==> src/rtl/pinirq_pkg.sv <==
package pinirq_pkg;
  localparam int PIN_COUNT  = 8;
  localparam int REG_ADDR_W = 2;
  localparam int PIN_IDX_W  = $clog2(PIN_COUNT);

  typedef enum logic [REG_ADDR_W-1:0] {
    REG_EDGE   = 2'd0,
    REG_ENABLE = 2'd1,
    REG_FLAG   = 2'd2,
    REG_NONE   = 2'd3
  } regSel_e;

  // Strobes from control to datapath
  typedef struct packed {
    logic                 edgeWr;
    logic                 enableWr;
    logic [PIN_COUNT-1:0] clrMask;
  } ctlStrobe_t;
endpackage

==> src/rtl/pinirq_ctrl.sv <==
module pinirq_ctrl
  import pinirq_pkg::*;
(
  input  logic                  wrEn,
  input  logic [REG_ADDR_W-1:0] wrAddr,
  input  logic [PIN_COUNT-1:0]  wrData,
  input  logic                  ackEn,
  input  logic [PIN_IDX_W-1:0]  ackIdx,
  output ctlStrobe_t            strobe
);
  logic flagWr;

  always_comb begin
    strobe.edgeWr   = wrEn && (regSel_e'(wrAddr) == REG_EDGE);
    strobe.enableWr = wrEn && (regSel_e'(wrAddr) == REG_ENABLE);
    flagWr          = wrEn && (regSel_e'(wrAddr) == REG_FLAG);
  end

  // per-pin clear from write-zero or acknowledge
  for (genvar i = 0; i < PIN_COUNT; i++) begin : g_clr
    assign strobe.clrMask[i] = (flagWr && !wrData[i]) ||
                               (ackEn && (ackIdx == PIN_IDX_W'(i)));
  end
endmodule

==> src/rtl/pinirq_datapath.sv <==
module pinirq_datapath
  import pinirq_pkg::*;
#(
  parameter int SYNC_STAGES = 2
) (
  input  logic                  clk,
  input  logic                  rstN,
  input  logic [PIN_COUNT-1:0]  pinIn,
  input  logic                  gieIn,
  input  logic [PIN_COUNT-1:0]  wrData,
  input  ctlStrobe_t            strobe,
  input  logic [REG_ADDR_W-1:0] rdAddr,
  output logic [PIN_COUNT-1:0]  rdData,
  output logic                  irqReq,
  output logic [PIN_COUNT-1:0]  flagBits,
  output logic [PIN_COUNT-1:0]  edgeHit
);
  logic [PIN_COUNT-1:0] syncChain [SYNC_STAGES];
  logic [PIN_COUNT-1:0] pinSync, pinPrev;
  logic [PIN_COUNT-1:0] edgeSel, enBits;

  for (genvar s = 0; s < SYNC_STAGES; s++) begin : g_sync
    if (s == 0) begin : g_first
      always_ff @(posedge clk or negedge rstN)
        if (!rstN) syncChain[0] <= '0;
        else       syncChain[0] <= pinIn;
    end else begin : g_next
      always_ff @(posedge clk or negedge rstN)
        if (!rstN) syncChain[s] <= '0;
        else       syncChain[s] <= syncChain[s-1];
    end
  end
  assign pinSync = syncChain[SYNC_STAGES-1];

  always_ff @(posedge clk or negedge rstN)
    if (!rstN) pinPrev <= '0;
    else       pinPrev <= pinSync;

  // edge from sampled history only; select picks direction
  for (genvar i = 0; i < PIN_COUNT; i++) begin : g_edge
    assign edgeHit[i] = edgeSel[i] ? (pinPrev[i] && !pinSync[i])
                                   : (!pinPrev[i] && pinSync[i]);
  end

  always_ff @(posedge clk or negedge rstN)
    if (!rstN) begin
      edgeSel  <= '0;
      enBits   <= '0;
      flagBits <= '0;
    end else begin
      if (strobe.edgeWr)   edgeSel <= wrData;
      if (strobe.enableWr) enBits  <= wrData;
      // set overrides clear
      flagBits <= (flagBits & ~strobe.clrMask) | edgeHit;
    end

  // enable gates only the request
  assign irqReq = gieIn && |(flagBits & enBits);

  always_comb begin
    case (regSel_e'(rdAddr))
      REG_EDGE:   rdData = edgeSel;
      REG_ENABLE: rdData = enBits;
      REG_FLAG:   rdData = flagBits;
      default:    rdData = '0;
    endcase
  end
endmodule

==> src/rtl/pinIrqUnit.sv <==
module pinIrqUnit
  import pinirq_pkg::*;
#(
  parameter int SYNC_STAGES = 2
) (
  input  logic                  clk,
  input  logic                  rstN,
  input  logic [PIN_COUNT-1:0]  pinIn,
  input  logic                  gieIn,
  input  logic                  wrEn,
  input  logic [REG_ADDR_W-1:0] wrAddr,
  input  logic [PIN_COUNT-1:0]  wrData,
  input  logic [REG_ADDR_W-1:0] rdAddr,
  output logic [PIN_COUNT-1:0]  rdData,
  input  logic                  ackEn,
  input  logic [PIN_IDX_W-1:0]  ackIdx,
  output logic                  irqReq
);
  ctlStrobe_t           strobe;
  logic [PIN_COUNT-1:0] flagBits, edgeHit, clrMask;

  pinirq_ctrl u_ctrl (
    .wrEn(wrEn), .wrAddr(wrAddr), .wrData(wrData),
    .ackEn(ackEn), .ackIdx(ackIdx), .strobe(strobe)
  );

  pinirq_datapath #(.SYNC_STAGES(SYNC_STAGES)) u_data (
    .clk(clk), .rstN(rstN), .pinIn(pinIn), .gieIn(gieIn),
    .wrData(wrData), .strobe(strobe), .rdAddr(rdAddr),
    .rdData(rdData), .irqReq(irqReq),
    .flagBits(flagBits), .edgeHit(edgeHit)
  );

  assign clrMask = strobe.clrMask;
endmodule

==> config.mk <==
export PLATFORM = sky130hd
export DESIGN_NAME = pinIrqUnit
export DESIGN_NICKNAME = d
export VERILOG_FILES = /design/src/rtl/pinirq_pkg.sv /design/src/rtl/pinirq_ctrl.sv /design/src/rtl/pinirq_datapath.sv /design/src/rtl/pinIrqUnit.sv
export SDC_FILE = /design/constraint.sdc
export NUM_CORES = 1
export LEC_CHECK = 0
export BUFFER_PORTS_ARGS = -buffer_cell sky130_fd_sc_hd__buf_2
export CAP_MARGIN = 10
export CORE_ASPECT_RATIO = 1.2
export CORE_MARGIN = 4
export CORE_UTILIZATION = 40
export DETAILED_ROUTE_END_ITERATION = 16
export GPL_TIMING_DRIVEN = 0
export MAX_ROUTING_LAYER = met4
export PLACE_DENSITY_LB_ADDON = 0.25
export SLEW_MARGIN = 20
export SYNTH_ARGS = -nofsm -noshare
export SYNTH_HDL_FRONTEND = slang
export SYNTH_SLANG_ARGS = --single-unit
==> constraint.sdc <==
create_clock -name clk -period 1.3 [get_ports clk]
set_input_delay 0.195 -clock clk [delete_from_list [all_inputs] [get_ports clk]]
set_output_delay 0.195 -clock clk [all_outputs]
set_load 0.05 [all_outputs]
**After elaboration in Yosys (flattened, before gate mapping)**

Index checks and enable logic that the tools add are counted.

- Add/subtract/negate cells: 0
- $mul: 0
- Div/mod/pow operators: 0
- Order comparisons: 0
- Eq/ne operators: 11
- Shift operators: 0
- Mux-type cells: 9
- Bitwise gates (word level): 4
- Reductions and logical operators: 72

Operators by type and width:

| kind | count |
|---|---|
| $logic_and 1x1->1 | 36 |
| $logic_not 1->1 | 24 |
| $pmux 8 s3 | 1 |
| $and 8x8->8 | 2 |
| $eq 3x3->1 const B | 4 |
| $logic_or 1x1->1 | 8 |
| $mux 1 | 8 |
| $not 8->8 | 1 |
| $or 8x8->8 | 1 |
| $reduce_or 8->1 | 1 |
| $eq 3x2->1 const B | 2 |
| $eq 2x1->1 const B | 2 |
| $eq 2x2->1 const B | 2 |
| $logic_not 2->1 | 2 |
| $eq 3x1->1 const B | 1 |
| $logic_not 3->1 | 1 |

- Bits in registers: 48
- Bits in latches: 0
- RAM bits: 0
- Bits in read-only memories: 0
- Input port bits: 28
- Output and inout port bits: 9
- Word-level logic and storage cells: 102
- Memories kept: 0

**Depth between registers and ports, before layout**

Gate-level depths: netlist (run 1).

- Word-level depth: 7
- Mapped depth: 5
- Mapped depth without buffers: 3

**Hierarchy**

From an unflattened synthesis (run 1), not the netlist that was laid out.

- Cells, all modules: 148
- Area total of the unflattened synthesis: 2006.9 um^2

Modules (own cells, without submodules):

| module | instances | cells an instance | area an instance (um^2) | sequential area each (um^2) |
|---|---|---|---|---|
| pinirq_datapath | 1 | 132 | 1881.8 | 1201.2 |
| pinirq_ctrl | 1 | 16 | 125.1 | 0.0 |

**Worst setup path after synthesis (run 1)**

OpenSTA, ideal clock, no wires.

- Path type: input to output
- Start point: in rdAddr[0]
- End point: out rdData[0]
- Arrival: 1.597 ns
- Required time: 1.105 ns
- Path slack: -0.492 ns
- Cell stages on the path: 3
- Buffers on the path: 1
- Path through: buf_2 -> mux2i_1 -> o21ai_0

- Longest elaborated chain between the ends: 2
- Elaborated cells between the ends (all ways): 4
- Those cells by class: 2 x eq/ne; 1 x mux; 1 x reduce/logical

Ends and longest elaborated chain:

| what | RTL line | source |
|---|---|---|
| from (decl) | pinIrqUnit.sv:13 | `input logic [REG_ADDR_W-1:0] rdAddr,` |
| $eq 2x2->1, or another cell as far along | pinirq_datapath.sv:61 | `case (regSel_e'(rdAddr))` |
| $pmux 8 s3 * | pinirq_datapath.sv:61 |  |
| to (decl) | pinIrqUnit.sv:14 | `output logic [PIN_COUNT-1:0] rdData,` |

Mark *: on every way between the ends. The rest lies on a longest branch, timed or not.

**Worst setup path in the final report (run 1)**

- Start point: reg u_data.enBits[6]
- End point: out irqReq

- Longest elaborated chain between the ends: 3

Ends and longest elaborated chain:

| what | RTL line | source |
|---|---|---|
| from (decl) | pinirq_datapath.sv:20 | `logic [PIN_COUNT-1:0] edgeSel, enBits;` |
| from (signal assigned) | pinirq_datapath.sv:52 | `if (strobe.enableWr) enBits <= wrData;` |
| $and 8x8->8 | pinirq_datapath.sv:58 | `assign irqReq = gieIn && \|(flagBits & enBits);` |
| $reduce_or 8->1 | pinirq_datapath.sv:58 |  |
| $logic_and 1x1->1 | pinirq_datapath.sv:58 |  |
| to (decl) | pinIrqUnit.sv:17 | `output logic irqReq` |

No other way between the ends.

==> reports/results.ini, run 1 <==
[run_status]
status=complete, but fails checks
violations=setup timing

[place]
pre_cts_ws_ns=-0.183
place_area_um2=2180
hpwl_mm=2.86
io_buffers=35
place.gp.congestion=0.813

[timing]
fin_skew_ns=0.00589
hold_viol_final=0
fmax_mhz=690
rsz0062_at_grt=yes
setup_ws_ns=-0.149
worst_pin_slew_ns=0.594
drv_slew=0
setup-violations-final=9
finalCritPeriodShare_pct=111
period_needed_ns=1.45
slew_headroom_pct=60.4

[yosys]
synthTopCellsByArea=dfrtp_1 (63%), mux2_2 (9.5%), mux2i_1 (4.2%)
netlist_instances=139
syn_nets=167
netlist_area_um2=1900
yosysUniqueCellTypes=19
yosysWarnings=0
synth_top_area_share_pct=63.2
synth-seq-area-share_pct=63.2
synth_seq_cells=48
avgSynthCellArea_um2=13.7
synth_top_cell_by_area=dfrtp_1

[setup_path]
path_max_fanout=2
critPathLaunchType=flip-flop
cp_slowest_stage_delay_ns=0.41
path_cells=a22oi_2 -> a41oi_2 -> buf_6
crit_buf_inv=1
crit_type=reg2out
crit_slowest_cell=dfrtp_1
cp_top_family=flip-flops
required_ns=1.11
worstPathArrival_ns=1.25
cp-end-kind=primary output

[drt]
route.detailed.drc=0
drt_first_pass_iters=4
vias_per_cell=5.16
num_vias=1317
ant_nets=0
wl_per_cell_um=16.0
finalWirelength_mm=4.08
drt-initial-drc-count=76

[finish]
final_layout_size_suffix_gt1_share_pct=44.2
post-route-cell-area_um2=2500
final_core_util_pct=54.4
synthToLayoutAreaGrowth_pct=31.4
fin_nets=224
diodes=0

[clock_network]
root_buffer=clkbuf_8
cts_sinks=48
clk_latency_ns=0.30
clock_path_buffers=2
htreeDepth=2
clk_pin_slew_worst_paths_ns=0.09
cts_buffers=5
cts_tree=yes

[power_and_ir_drop]
power.leakage_nw=1.09
vdd_drop_max_mv=0.580
p_per_area_nw_per_um2=1440

[floorplanning]
rows=27
start_util_pct=41.4
die_area_um2=5930
coreArea_um2=4590
die_y_um=83.5
die_x_um=70.9
ios=37

[global_route]
grt.met3_usage_pct=3.98
overflow=0
use_met1_pct=17.3
use_met2_pct=24.6
grt_usage_pct=14.9
antenna_found_initial=0
grt_pass1_wl_mm=6.67
grt_start_max_net_pins=49
grt-busiest-layer=met2
grt_pass1_vias=1386

[hold_path]
hold_class=in2reg

[run]
cap_viol_max_count=0

sequential cells by signal, summed over array words and instances (netlist names):
signal and flops:
u_data.pinSync 8, u_data.enBits 8, u_data.syncChain 8, u_data.pinPrev 8, u_data.edgeSel 8, u_data.flagBits 8
repair_timing:
item | in CTS | in global routing
hold endpoints to repair | 8 | 48
cloned | 0 | 0
hold buffers | 8 | 1
setup buffers | 4 | 2
endpoints found under the setup margin | 9 | 9
resized for setup | 23 | 1
where the power goes:
group | total [mW] | internal, mW | switching, mW
logic | 0.845 | 0.409 | 0.436
registers | 1.83 | 1.68 | 0.152
clock network | 0.915 | 0.396 | 0.519
layout by cell type, fill, tap and decap left out, types with 8 or more instances in the layout:
cell           count
buf_6             10
dfrtp_1           48
buf_2             26
mux2i_1            8
nand3b_1           9
dlygate4sd3_1      9
nand2_1           10
mux2_2            16
o221ai_1           8
cell families after synthesis:
| group | after synthesis | share of synthesized area (%) |
|---|---|---|
| mux | 24 | 13.7 |
| compound gates | 23 | 8.62 |
| buf+inv | 3 | 0.724 |
| simple gates | 41 | 13.8 |
| flops | 48 | 63.2 |
per-stage QoR:
| step | hold slack, ns | std cells | setup TNS, ns | power, mW |
|---|---|---|---|---|
| 4_1_cts | 0.108 | 252 | -0.639 | 3.60 |
| 2_1_floorplan | -0.101 | 139 | -0.116 | 2.30 |
| 3_3_place_gp | 0.303 | 232 | -1.94 | 2.50 |
| 3_5_place_dp | 0.304 | 232 | -2.00 | 2.54 |
| 5_1_grt | 0.152 | 255 | -0.977 | 3.77 |
| 6_report | 0.163 | 255 | -0.518 | 3.59 |
area by class of cell:
cell class / count / area [um^2]
Clock buffer: 5 / 68.8
Multi-Input combinational cell: 88 / 741
Fill cell: 398 / 2100
Inverter: 1 / 3.75
Tap cell: 58 / 72.6
Clock inverter: 3 / 26.3
Buffer: 2 / 10.0
Sequential cell: 48 / 1200
Timing Repair Buffer: 50 / 375
synth_stat cells:
cell type and n:
or3b_2 6, nand2_1 10, o31ai_1 2, nand2b_1 5, nor2b_1 1, nor3b_4 1
o21ai_0 8, mux2_2 16, mux2i_1 8, nor2_1 2, a22oi_1 4, nand3b_2 1
inv_1 1, nand3_1 6, nand3b_1 9, a41oi_1 1, buf_2 2, dfrtp_1 48
o221ai_1 8
metal layers:
layer / part of all wire (%) / up-vias
met3: 4.1 / 4
li1: - / 631
met5: 0 / -
met1: 41 / 654
met4: 1.3 / 0
met2: 53 / 28
final timing paths:
path                                                from                              to  slack [ns]  cells after the start
max in group asynchronous                           rstN  u_data.syncChain[15]$_DFF_PN0_        0.46                      2
min                                            wrData[0]    u_data.enBits[0]$_DFFE_PN0P_        0.16                      2
max                         u_data.enBits[6]$_DFFE_PN0P_                          irqReq       -0.15                      3
max reg2reg                u_data.edgeSel[6]$_DFFE_PN0P_    u_data.flagBits[6]$_DFF_PN0_        0.16                      3
min reg2reg                u_data.syncChain[9]$_DFF_PN0_     u_data.pinSync[1]$_DFF_PN0_        0.36                      0
min in group asynchronous                           rstN  u_data.syncChain[10]$_DFF_PN0_        0.44                      2
Note: power is estimated with default switching activity, not from simulation.
==> inputs of run 2 (changes only) <==
- ABC_AREA: not set -> 1
- CELL_PAD_IN_SITES_DETAIL_PLACEMENT: not set -> 2
- CELL_PAD_IN_SITES_GLOBAL_PLACEMENT: not set -> 2
- CORE_ASPECT_RATIO: 1.2 -> 0.8
- CORE_UTILIZATION: 40 -> 33
==> run 2 against run 1 <==
Net effect: the flow still finishes with violations (setup timing); critical path type unchanged; utilization is 5.1 points lower; combinational power increased by 27%; fmax up 3.4%; cell count grew 55%; clock skew about the same; sequential power decreased by 2%; cell area up 18%.
==> reports/results.ini, run 2 <==
[place]
io_buffers=36  ; +2.9%
hpwl_mm=4.06  ; +42%
dpl.cell_count=357  ; +54%
place_area_um2=2390  ; +9.3%
place.gp.congestion=0.764  ; -6.1%

[run]
cap_viol_max_count=0  ; unchanged

[finish]
layout.cells.non_filler=396  ; +55%
multi_input_area_um2=843  ; +14%
seqCellArea_um2=1200  ; unchanged
post-route-cell-area_um2=2960  ; +18%
fin_nets=342  ; +53%
final_layout_size_suffix_gt1_share_pct=34.0  ; -10 points
fillers=701  ; +76%
diodes=0  ; unchanged
final_common_cell=nand2_1
synthToLayoutAreaGrowth_pct=42.2
mostFrequentLayoutCells=nand2_1 (88), dfrtp_1 (48), inv_1 (32), buf_2 (27)

[setup_path]
cp-end-kind=primary output
worstPathArrival_ns=1.21  ; -0.04 ns
critPathLaunchType=flip-flop
crit_type=reg2out
path_max_fanout=3  ; +1
required_ns=1.11  ; about the same

[timing]
fmax_mhz=714  ; +3.4%
period_needed_ns=1.40  ; -0.0479 ns
worst_pin_slew_ns=0.596  ; +0.00228 ns
setup_ws_ns=-0.101  ; +0.0479 ns
drv_slew=0  ; unchanged
fin_skew_ns=0.00545  ; -0.000438 ns
setup-violations-final=4  ; -5
slew_headroom_pct=60.3  ; -0.15 points
finalCritPeriodShare_pct=108  ; -3.7 points
rsz0062_at_grt=yes
hold_viol_final=0  ; unchanged

[global_route]
use_met2_pct=27.7  ; +3.0 points
grt_pass1_wl_mm=10.1  ; +51%
overflow=0  ; unchanged
use_met1_pct=22.2  ; +4.9 points
grt_usage_pct=17.1  ; +2.2 points
grt.met3_usage_pct=3.42  ; -0.55 points
grt-busiest-layer=met2
antenna_found_initial=0  ; unchanged
grt_start_max_net_pins=26  ; -47%
grt_pass1_vias=2018  ; +46%

[clock_network]
root_buffer=clkbuf_8
clk_pin_slew_worst_paths_ns=0.09  ; about the same
cts_sinks=48  ; unchanged
clk_latency_ns=0.30  ; about the same
htreeDepth=2  ; unchanged
clock_path_buffers=2  ; unchanged
cts_tree=yes
cts_buffers=5  ; unchanged

[floorplanning]
rows=25  ; -7.4%
start_util_pct=34.6  ; -6.7 points
die_y_um=79.0  ; -5.4%
coreArea_um2=6010  ; +31%
ios=37  ; unchanged
die_area_um2=7650  ; +29%
die_x_um=96.8  ; +36%

[drt]
wl_per_cell_um=16.0  ; -0.22%
route.detailed.drc=0  ; unchanged
num_vias=1845  ; +40%
drt_first_pass_iters=4  ; unchanged
vias_per_cell=4.66  ; -9.8%
drt-initial-drc-count=39  ; -49%
finalWirelength_mm=6.32  ; +55%
ant_nets=0  ; unchanged

[yosys]
yosysUniqueCellTypes=14  ; -5
netlist_area_um2=2080  ; +9.4%
yosysMostFrequentCell=nand2_1
syn_nets=267  ; +60%
synth_seq_cells=48  ; unchanged
synth-seq-area-share_pct=57.7  ; -5.4 points
synth_top_cell_by_area=dfrtp_1
yosysWarnings=0  ; unchanged
netlist_instances=239  ; +72%
avgSynthCellArea_um2=8.71  ; -36%
async_flop_share_pct=100  ; unchanged
synth_enable_flop_cells=0  ; unchanged
synth_common_cells=nand2_1 (94), dfrtp_1 (48), inv_1 (32), nor2_1 (17)
synth_top_area_share_pct=57.7  ; -5.4 points
synth_ff_type=dfrtp_1
synthTopCellsByArea=dfrtp_1 (58%), nand2_1 (17%), o21ai_2 (6.7%)

[hold_path]
hold_class=in2reg

[power_and_ir_drop]
p_per_area_nw_per_um2=1330  ; -7.7%
p_total_mw=3.92  ; +9.3%
vdd_drop_max_mv=0.592  ; +2.0%
power.leakage_nw=1.53  ; +40%

[run_status]
violations=setup timing
status=complete, but fails checks

[run 2: cell types whose count changed after synthesis, moves of 4 or more]
cell and change:
nand3b_1 -9, nor2_1 +15, nand2b_1 -5, mux2i_1 -8
nand3_1 +10, or3b_2 -6, inv_1 +31, a22oi_1 -4
nand2_1 +84, mux2_2 -16, o221ai_1 -8, o21ai_2 +16
[run 2: critical path, cell delays in order (launching register included)]
cell	delay (ns)
dfrtp_1	0.39
nand2_1	0.07
nand2_1	0.09
nor2_2	0.05
a21oi_2	0.13
buf_6	0.17
[run 2: report_power, final]
part | total [mW] | switching (mW) | internal [mW]
logic | 1.07 | 0.599 | 0.473
registers | 1.79 | 0.126 | 1.66
clock network | 1.06 | 0.493 | 0.571
[run 2: cell families (layout without fill, tap and decap cells)]
group	Yosys count	count (layout)	synth area share, %
DFF	48	48	57.7
buffers and inverters	34	110	6.86
and+or+nand+nor	132	132	26.5
AOI/OAI and AO/OA	25	25	8.90
[run 2: path summary, 6_finish.rpt]
path,cells past startpoint,endpoint,slack (ns),from
worst max register to register,6,u_data.flagBits[7]$_DFF_PN0_,0.27,u_data.edgeSel[7]$_DFFE_PN0P_
worst min register to register,0,u_data.pinSync[7]$_DFF_PN0_,0.35,u_data.syncChain[15]$_DFF_PN0_
worst max-delay path,5,irqReq,-0.10,u_data.enBits[3]$_DFFE_PN0P_
worst min-delay path,3,u_data.enBits[1]$_DFFE_PN0P_,0.20,wrData[1]
min in group asynchronous,2,u_data.pinSync[1]$_DFF_PN0_,0.42,rstN
max in group asynchronous,3,u_data.pinPrev[6]$_DFF_PN0_,0.32,rstN
[run 2: timing repair]
action,CTS,global route
endpoints found under the hold margin,31,0
resized for setup,28,23
buffers inserted,8,14
pin swaps,4,8
endpoints found under the setup margin,9,9
gates cloned,0,0
hold buffers,9,0
[run 2: area by class of cell]
class                   count  share of cell area, %
clock inverters             2                   1.18
well taps                  81                   3.42
multi-input cells         157                   28.5
inverters                  32                   4.06
flip-flops and latches     48                   40.6
clock buffers               6                   2.45
plain buffers               2                  0.761
repair buffers             68                   19.0
[run 2: per-layer routing]
layer | wire length, um | up-vias
met1 | 2850 | 916
met2 | 3200 | 34
li1 | - | 887
met3 | 186 | 8
met5 | 0 | -
met4 | 80 | 0
[run 2: stage by stage]
stage | utilization (%) | hold slack, ns | setup TNS, ns | worst slack, ns
4_1_cts | 45.8 | 0.194 | -0.159 | -0.0998
6_report | 49.3 | 0.200 | -0.119 | -0.101
3_5_place_dp | 39.7 | 0.240 | -2.87 | -0.395
3_3_place_gp | 39.4 | 0.303 | -2.53 | -0.346
2_1_floorplan | - | -0.101 | 0 | 0.120
5_1_grt | 49.3 | 0.203 | -0.531 | -0.177
